==> src/rtl/vlen_pkg.sv <==
package vlen_pkg;
  typedef enum logic [0:0] {
    ST_IDLE = 1'b0,
    ST_RUN  = 1'b1
  } vcfg_state_e;
endpackage

==> src/rtl/vlen_popcount.sv <==
module vlen_popcount #(
  parameter int W  = 8,
  parameter int CW = $clog2(W + 1)
) (
  input  logic [W-1:0]  bits,
  output logic [CW-1:0] count
);
  always_comb begin
    count = '0;
    for (int i = 0; i < W; i++) begin
      count = count + CW'(bits[i]);
    end
  end
endmodule

==> src/rtl/vlen_divider.sv <==
module vlen_divider #(
  parameter int NUM_W = 8,
  parameter int DEN_W = 5
) (
  input  logic             clk,
  input  logic             rst,
  input  logic             start,
  input  logic [NUM_W-1:0] numer,
  input  logic [DEN_W-1:0] denom,
  output logic             busy,
  output logic             done,
  output logic [NUM_W-1:0] quot
);
  localparam int CNT_W = (NUM_W > 1) ? $clog2(NUM_W) : 1;

  logic [DEN_W-1:0] rem;
  logic [DEN_W-1:0] den_q;
  logic [CNT_W-1:0] cnt;
  logic [DEN_W:0]   shifted;
  logic [DEN_W:0]   diff;
  logic             fits;

  always_comb begin
    shifted = {rem, quot[NUM_W-1]};
    diff    = shifted - {1'b0, den_q};
    fits    = (shifted >= {1'b0, den_q});
  end

  always_ff @(posedge clk) begin
    if (rst) begin
      rem   <= '0;
      den_q <= '0;
      cnt   <= '0;
      quot  <= '0;
      busy  <= 1'b0;
      done  <= 1'b0;
    end else begin
      done <= 1'b0;
      if (start && !busy) begin
        quot  <= numer;
        rem   <= '0;
        den_q <= denom;
        cnt   <= '0;
        busy  <= 1'b1;
      end else if (busy) begin
        quot <= {quot[NUM_W-2:0], fits};
        rem  <= fits ? diff[DEN_W-1:0] : shifted[DEN_W-1:0];
        cnt  <= cnt + 1'b1;
        if (cnt == CNT_W'(NUM_W - 1)) begin
          busy <= 1'b0;
          done <= 1'b1;
        end
      end
    end
  end
endmodule

==> src/rtl/vlen_grant.sv <==
module vlen_grant #(
  parameter int REQ_W = 12,
  parameter int LEN_W = 6
) (
  input  logic             clk,
  input  logic             rst,
  input  logic             ready,
  input  logic             req_valid,
  input  logic [REQ_W-1:0] req_len,
  input  logic [LEN_W-1:0] max_len,
  output logic             grant_valid,
  output logic [LEN_W-1:0] grant_len
);
  localparam int MW = (REQ_W > LEN_W) ? REQ_W : LEN_W;

  logic             pend;
  logic [REQ_W-1:0] pend_len;
  logic [REQ_W-1:0] sel_len;
  logic             fire;

  always_comb begin
    sel_len = req_valid ? req_len : pend_len;
    fire    = ready && (req_valid || pend);
  end

  always_ff @(posedge clk) begin
    if (rst) begin
      pend        <= 1'b0;
      pend_len    <= '0;
      grant_valid <= 1'b0;
      grant_len   <= '0;
    end else begin
      grant_valid <= fire;
      if (fire) begin
        pend <= 1'b0;
        if (MW'(sel_len) < MW'(max_len)) grant_len <= LEN_W'(sel_len);
        else                             grant_len <= max_len;
      end else if (req_valid) begin
        pend     <= 1'b1;
        pend_len <= req_len;
      end
    end
  end
endmodule

==> src/rtl/vlen_cfg_unit.sv <==
module vlen_cfg_unit #(
  parameter int MASK_W      = 8,
  parameter int WDATA_W     = 32,
  parameter int REGS_W      = 8,
  parameter int USE_W       = 4,
  parameter int MAX_THREADS = 32,
  parameter int REQ_W       = 12,
  parameter int LEN_W       = $clog2(MAX_THREADS + 1)
) (
  input  logic               clk,
  input  logic               rst,
  input  logic               cfg_start,
  input  logic [WDATA_W-1:0] bank_wdata,
  input  logic [REGS_W-1:0]  regs_per_bank,
  input  logic [USE_W-1:0]   int_used,
  input  logic [USE_W-1:0]   fp_used,
  input  logic               req_valid,
  input  logic [REQ_W-1:0]   req_len,
  output logic [LEN_W-1:0]   max_len,
  output logic               cfg_done,
  output logic               grant_valid,
  output logic [LEN_W-1:0]   grant_len
);
  import vlen_pkg::*;

  localparam int BC_W   = $clog2(MASK_W + 1);
  localparam int SUM_W  = USE_W + 1;
  localparam int PROD_W = REGS_W + BC_W;
  localparam int CMP_W  = (PROD_W > 32) ? PROD_W : 32;

  vcfg_state_e       state;
  logic              cfg_ok;
  logic [MASK_W-1:0] mask_q;
  logic [BC_W-1:0]   bank_cnt;
  logic [SUM_W-1:0]  use_sum;
  logic [SUM_W-1:0]  divisor;
  logic              accept;
  logic              div_busy;
  logic              div_done;
  logic [REGS_W-1:0] quot;
  logic [PROD_W-1:0] product;
  logic [LEN_W-1:0]  capped;

  always_comb begin
    use_sum = SUM_W'(int_used) + SUM_W'(fp_used);
    divisor = (use_sum < SUM_W'(2)) ? SUM_W'(1) : use_sum - SUM_W'(1);
    accept  = cfg_start && (state == ST_IDLE) && !div_busy;
    product = PROD_W'(quot) * PROD_W'(bank_cnt);
    capped  = (CMP_W'(product) > CMP_W'(MAX_THREADS)) ? LEN_W'(MAX_THREADS)
                                                       : LEN_W'(product);
  end

  vlen_popcount #(.W(MASK_W), .CW(BC_W)) u_pop (
    .bits  (mask_q),
    .count (bank_cnt)
  );

  vlen_divider #(.NUM_W(REGS_W), .DEN_W(SUM_W)) u_div (
    .clk   (clk),
    .rst   (rst),
    .start (accept),
    .numer (regs_per_bank),
    .denom (divisor),
    .busy  (div_busy),
    .done  (div_done),
    .quot  (quot)
  );

  always_ff @(posedge clk) begin
    if (rst) begin
      state    <= ST_IDLE;
      cfg_ok   <= 1'b0;
      mask_q   <= '0;
      max_len  <= '0;
      cfg_done <= 1'b0;
    end else begin
      cfg_done <= 1'b0;
      case (state)
        ST_IDLE: begin
          if (accept) begin
            mask_q <= bank_wdata[MASK_W-1:0];
            cfg_ok <= 1'b0;
            state  <= ST_RUN;
          end
        end
        ST_RUN: begin
          if (div_done) begin
            max_len  <= capped;
            cfg_done <= 1'b1;
            cfg_ok   <= 1'b1;
            state    <= ST_IDLE;
          end
        end
        default: state <= ST_IDLE;
      endcase
    end
  end

  vlen_grant #(.REQ_W(REQ_W), .LEN_W(LEN_W)) u_grant (
    .clk         (clk),
    .rst         (rst),
    .ready       (cfg_ok),
    .req_valid   (req_valid),
    .req_len     (req_len),
    .max_len     (max_len),
    .grant_valid (grant_valid),
    .grant_len   (grant_len)
  );
endmodule

==> config.mk <==
export PLATFORM = sky130hd
export DESIGN_NAME = vlen_cfg_unit
export DESIGN_NICKNAME = d
export VERILOG_FILES = /design/src/rtl/vlen_pkg.sv /design/src/rtl/vlen_popcount.sv /design/src/rtl/vlen_divider.sv /design/src/rtl/vlen_grant.sv /design/src/rtl/vlen_cfg_unit.sv
export SDC_FILE = /design/constraint.sdc
export NUM_CORES = 1
export LEC_CHECK = 0
export BUFFER_PORTS_ARGS = -buffer_cell sky130_fd_sc_hd__buf_2
export CAP_MARGIN = 10
export CORE_ASPECT_RATIO = 0.8
export CORE_MARGIN = 2
export CORE_UTILIZATION = 40
export DETAILED_ROUTE_END_ITERATION = 10
export SYNTH_ARGS = -nofsm -noshare
export SYNTH_HDL_FRONTEND = slang
export SYNTH_SLANG_ARGS = --single-unit
==> constraint.sdc <==
create_clock -name clk -period 6.8 [get_ports clk]
set_input_delay 0.68 -clock clk [delete_from_list [all_inputs] [get_ports clk]]
set_output_delay 0.68 -clock clk [all_outputs]
set_load 0.02 [all_outputs]
==> flow_summary.json, run 1 <==
{
  "status": "complete, no violations",
  "fin_crit_sh": 0.9098,
  "cap_violations": 0,
  "layout-drive-gt1-share": 0.1494,
  "dp.cells": 642,
  "cts_setup_buffers": 0,
  "die_area_sq_mm": 0.01102,
  "cts_sinks": 60,
  "rsz0062_at_grt": "false",
  "drt-initial-drc-count": 139,
  "power_w": 0.001082,
  "peakVddDrop_v": 0.0001580,
  "startpoint_type": "flip-flop",
  "viasPerCell": 5.108,
  "hp-class": "reg2reg",
  "cts_hold_buf": 0,
  "syn_nets": 585,
  "num_rows": 32,
  "wirelength_mm": 8.754,
  "synthCells": 467,
  "crit_path_end_kind": "flip-flop",
  "dr_wl_met2_mm": 3.847,
  "wl_per_cell_um": 13.30,
  "clock.fmax_ghz": 0.1616,
  "worst_pin_slew_ps": 1182,
  "dp_hpwl_mm": 6.862,
  "yosysWarnings": 0,
  "hold_viol": 0,
  "die_w_um": 116.9,
  "synth.most_common_cell": "dfxtp_1",
  "finClkSkew_ps": 6.980,
  "postSynthAreaPerCell_sq_um": 8.732,
  "hold_depth": 2,
  "async_flop_share": 0,
  "die-height_um": 94.31,
  "wl_met1_mm": 4.262,
  "ys_top_cells_by_count": "dfxtp_1 (60), nor2_1 (49), inv_1 (46)",
  "yosysUniqueCellTypes": 48,
  "cts_buffer_depth": 2,
  "crit_required_ps": 7010,
  "ant_nets": 0,
  "htreeDepth": 3,
  "grt_max_degree": 52,
  "finalSetupViolations": 0,
  "cts_buffers": 9,
  "diodes": 0,
  "ctsResizeCount": 0,
  "wl_met3_um": 453,
  "grt_remaining_overflow": 0,
  "num_vias": 3361,
  "p_leak_nw": 2.227,
  "whs_ps": 453.7,
  "antenna_found_initial": 0,
  "ys_seq_area_frac": 0.2946,
  "path_class": "reg2reg",
  "core_sq_mm": 0.009769,
  "relSlewSlack": 0.2068,
  "syn2layout_area_growth_pct": 16.91,
  "highest_layer": "met4",
  "start_util": 0.4174,
  "drc": 0,
  "grt_pass1_vias": 3237,
  "cts_tree": "yes",
  "netlist_area_sq_mm": 0.004078,
  "synth_ff_type": "dfxtp_1",
  "synth.top_cell.area_share": 0.2946,
  "dr.pass1.iters": 4,
  "cts_root_buffer": "clkbuf_16",
  "maxSlewViolCount": 0,
  "grt_pass1_wl_mm": 14.55,
  "synth_edf_count": 0,
  "grt_use_total": 0.1682,
  "synth_area_leaders": "dfxtp_1 (29%), ha_1 (11%), fa_1 (8.8%), mux2i_1 (7.1%), nor2_1 (4.5%)",
  "ios": 78,
  "synth_seq_cells": 60,
  "yosysTopAreaCell": "dfxtp_1",
  "arrival_ps": 6400,
  "crit_fanout": 8,
  "finalSetupTns_ps": 0,
  "port_buffers": 53,
  "reg2reg_depth": 19,
  "finalCriticalPeriod_ps": 6187,
  "clk_latency_ps": 330,
  "p_per_area_mw_per_mm2": 227.0,
  "layout.cells.non_filler": 658,
  "fin_util": 0.4880,
  "place_congestion": 0.7970,
  "final_nets": 635,
  "clk_pin_slew_ps": 50
}
## critical path, cell delays in order, from the launching register on
cell,delay [ps]
dfxtp_1,310
ha_1,270
inv_1,40
fa_1,490
fa_1,430
fa_1,420
fa_1,390
xnor2_1,550
nand2_1,170
fa_1,520
inv_1,50
fa_1,560
inv_1,60
fa_1,450
nand2b_1,180
a21oi_1,210
xor2_1,90
a211oi_1,200
nand4_1,290
o41a_1,380
## metrics by stage
step	setup slack, ps	cell area (sq um)
detailed placement	617.3	4463
floorplan	1209	4078
global route	340.4	4767
global placement	744.2	4463
finish	613.1	4767
CTS	595.4	4767
## cells by family (layout without fill, tap and decap cells)
family	after synthesis	after routing	share of synthesized area
and+or+nand+nor	153	153	0.1863
buffers and inverters	61	116	0.05646
AOI/OAI and AO/OA	91	91	0.1488
adders and majority gates	54	54	0.1988
xor gates and xnor gates	14	14	0.03007
DFF	60	60	0.2946
muxes	34	34	0.08499
## worst paths after layout
path | startpoint | to | slack (ps)
worst min register to register | mask_q[6]$_SDFFE_PP0P_ | mask_q[6]$_SDFFE_PP0P_ | 450
worst max-delay path | mask_q[0]$_SDFFE_PP0P_ | max_len[5]$_SDFFE_PP0P_ | 610
worst min-delay path | mask_q[6]$_SDFFE_PP0P_ | mask_q[6]$_SDFFE_PP0P_ | 450
worst max register to register | mask_q[0]$_SDFFE_PP0P_ | max_len[5]$_SDFFE_PP0P_ | 610
## flip-flops by register name, indices dropped and copies added, names as in the netlist
signal / cells
u_div.done: 1
u_div.rem: 5
state: 1
u_grant.pend: 1
u_div.quot: 8
u_grant.grant_valid: 1
u_grant.grant_len: 6
mask_q: 8
max_len: 6
u_div.den_q: 5
cfg_done: 1
u_div.busy: 1
cfg_ok: 1
u_div.cnt: 3
u_grant.pend_len: 12
## where the power goes
part / internal [W] / total [W] / switching (W)
Combinational: 0.000105 / 0.000237 / 0.000132
Clock: 0.000302 / 0.000455 / 0.000153
Sequential: 0.000373 / 0.000390 / 0.0000171
Total: 0.000780 / 0.00108 / 0.000303
## layout by cell type (no fill, tap or decap), types with 3 or more instances in the layout
| master | n |
|---|---|
| o31ai_1 | 4 |
| nand3b_1 | 6 |
| fa_1 | 18 |
| a211oi_1 | 7 |
| nand2_1 | 31 |
| nor3_1 | 5 |
| or3_1 | 3 |
| a21oi_1 | 33 |
| nor2_1 | 49 |
| buf_2 | 53 |
| nand3_1 | 5 |
| nor2b_1 | 18 |
| mux2_2 | 5 |
| clkbuf_16 | 9 |
| dfxtp_1 | 60 |
| nand2b_1 | 16 |
| and2_1 | 10 |
| mux2i_1 | 29 |
| o21a_1 | 6 |
| a21o_1 | 8 |
| ha_1 | 36 |
| a22o_1 | 4 |
| o21ai_0 | 11 |
| inv_1 | 46 |
| xnor2_1 | 9 |
| xor2_1 | 5 |
## routing by layer
metal | track usage | up-vias
li1 | - | 1698
met4 | 0.06471 | 0
met2 | 0.2683 | 74
met1 | 0.2162 | 1569
met3 | 0.04710 | 20
met5 | 0 | -
## layout make-up
class                           instances  area, sq um
Fill cell                             984         5002
Multi-Input combinational cell        346         2646
Sequential cell                        60         1201
Timing Repair Buffer                   54        272.8
Clock buffer                           12        256.5
Inverter                               46        172.7
Tap cell                              136        170.2
Clock inverter                          4        47.55
No activity file was read; power rests on OpenSTA's default activity.
==> inputs of run 2 (changes only) <==
Settings changed: CORE_UTILIZATION 40 to 56, PLACE_DENSITY from default to 0.81.
==> run 2 against run 1 <==
  * Core utilization increased by 18 points
  * Largest cell class unchanged
  * Cell area decreased by 2.7%
  * Sequential share of layout area grew 0.69 points
==> flow_summary.json, run 2 (synthesis results as in run 1) <==
{
  "crit_path_end_kind": "flip-flop",
  "stdcell_area_sq_mm": 0.004641,
  "startpoint_type": "flip-flop",
  "dp_hpwl_mm": 6.402,
  "worst_pin_slew_ps": 1134,
  "final_common_cell": "dfxtp_1",
  "crit_fanout": 8,
  "die-height_um": 80.32,
  "swShare": 0.3050,
  "ctsResizeCount": 0,
  "hp-class": "reg2reg",
  "drt-initial-drc-count": 157,
  "path_class": "reg2reg",
  "p_per_area_mw_per_mm2": 215.9,
  "grt_pass1_vias": 3258,
  "start_util": 0.5859,
  "layout-drive-gt1-share": 0.1530,
  "pwr-share-comb": 0.236,
  "cts_buffers": 9,
  "clk_pin_slew_ps": 70,
  "reg.largest.list": "u_grant.pend_len (12), mask_q (8), u_div.quot (8)",
  "ant_nets": 0,
  "p_leak_nw": 2.197,
  "grt_pass1_wl_mm": 14.56,
  "core_sq_mm": 0.006959,
  "dr.pass1.iters": 4,
  "drc": 0,
  "num_rows": 27,
  "ios": 78,
  "rr_startpoint": "mask_q[0]$_SDFFE_PP0P_",
  "htreeDepth": 3,
  "wirelength_mm": 8.382,
  "rsz0062_at_grt": "false",
  "finalSetupViolations": 0,
  "regMostFlops": "u_grant.pend_len",
  "die_w_um": 99.41,
  "crit_required_ps": 7030,
  "cap_violations": 0,
  "r2r-end": "max_len[5]$_SDFFE_PP0P_",
  "cts_setup_buffers": 0,
  "grt_max_degree": 52,
  "layout_common_cells": "dfxtp_1 (60), buf_2 (53), nor2_1 (49), inv_1 (46), ha_1 (36)",
  "final_nets": 636,
  "port_buffers": 53,
  "seqPwrFrac": 0.390,
  "clk_latency_ps": 350,
  "grt_remaining_overflow": 0,
  "arrival_ps": 6450,
  "pwr-share-clk": 0.374,
  "diodes": 0,
  "cts_tree": "yes",
  "place_congestion": 0.8502,
  "largest_reg_flops": 12,
  "cts_sinks": 60,
  "num_vias": 3355,
  "grt_use_total": 0.2263,
  "reg2reg_setup_slack_ps": 580,
  "fin_crit_sh": 0.9148,
  "clock.fmax_ghz": 0.1608,
  "finClkSkew_ps": 9.012,
  "syn2layout_area_growth_pct": 13.81,
  "die_area_sq_mm": 0.007984,
  "peakVddDrop_v": 0.0001290,
  "reg2reg_depth": 19,
  "wl_per_cell_um": 13.74,
  "cp-startpoint": "mask_q[0]$_SDFFE_PP0P_",
  "maxSlewViolCount": 0,
  "antenna_found_initial": 0,
  "min-delay-start": "mask_q[4]$_SDFFE_PP0P_",
  "cts_buffer_depth": 2,
  "hold_viol": 0,
  "cts_root_buffer": "clkbuf_8",
  "fillerInstances": 579,
  "dpl_cell_area_sq_mm": 0.004409,
  "intPower_w": 0.0006965,
  "status": "complete, no violations",
  "p_switching_w": 0.0003056,
  "relSlewSlack": 0.2393,
  "worstSetupEndpoint": "max_len[5]$_SDFFE_PP0P_",
  "viasPerCell": 5.500,
  "finalCriticalPeriod_ps": 6221,
  "cts_hold_buf": 0,
  "finalSetupTns_ps": 0
}
run 2: per-stage QoR:
stage,cells,power [W],utilization,worst slack [ps],hold WS (ps)
floorplan,467,0.0005735,-,1209,436.3
global placement,594,0.0006238,0.6336,777.5,445.2
detailed placement,594,0.0006330,0.6336,639.3,447.7
CTS,610,0.001008,0.6668,593.1,457.9
global route,610,0.001058,0.6668,156.3,479.5
finish,610,0.001002,0.6668,579.4,459.6
run 2: worst min-delay path by stage:
stage,slack [ps],cells after the start,to
finish,460,2,mask_q[4]$_SDFFE_PP0P_
global route,480,2,mask_q[1]$_SDFFE_PP0P_
CTS,460,2,mask_q[4]$_SDFFE_PP0P_
detailed placement,450,2,mask_q[4]$_SDFFE_PP0P_
global placement,450,2,mask_q[2]$_SDFFE_PP0P_
floorplan,440,2,mask_q[2]$_SDFFE_PP0P_
run 2: power by group through the flow:
stage | Combinational [W] | Sequential [W] | Clock [W]
6_report | 0.000236 | 0.000391 | 0.000375
4_1_cts | 0.000236 | 0.000391 | 0.000382
3_3_place_gp | 0.000226 | 0.000397 | 0
2_1_floorplan | 0.000182 | 0.000391 | 0
3_5_place_dp | 0.000234 | 0.000399 | 0
5_1_grt | 0.000267 | 0.000394 | 0.000397
run 2: routing by layer:
metal / share of wire / GRT usage / wire length [um] / vias to the layer above
li1: - / - / - / 1695
met1: 0.48 / 0.2883 / 3992 / 1584
met2: 0.47 / 0.3885 / 3954 / 69
met3: 0.046 / 0.06005 / 382 / 7
met4: 0.0063 / 0.04658 / 53 / 0
met5: 0 / 0 / 0 / -
run 2: worst max-delay path, cell delays in order (launching register included):
cell,delay (ps)
dfxtp_1,310
ha_1,270
inv_1,40
fa_1,490
fa_1,420
fa_1,420
fa_1,400
xnor2_1,540
nand2_1,160
fa_1,520
inv_1,50
fa_1,560
inv_1,70
fa_1,460
nand2b_1,180
a21oi_1,230
xor2_1,100
a211oi_1,190
nand4_1,290
o41a_1,380
run 2: cell type report:
type / count / area, sq um / share of cell area
Sequential cell: 60 / 1201 / 0.2588
Clock inverter: 6 / 93.84 / 0.02022
Clock buffer: 10 / 137.6 / 0.02966
Timing Repair Buffer: 55 / 280.3 / 0.06039
Inverter: 46 / 172.7 / 0.03721
Multi-Input combinational cell: 346 / 2646 / 0.5702
Tap cell: 87 / 108.9 / 0.02346
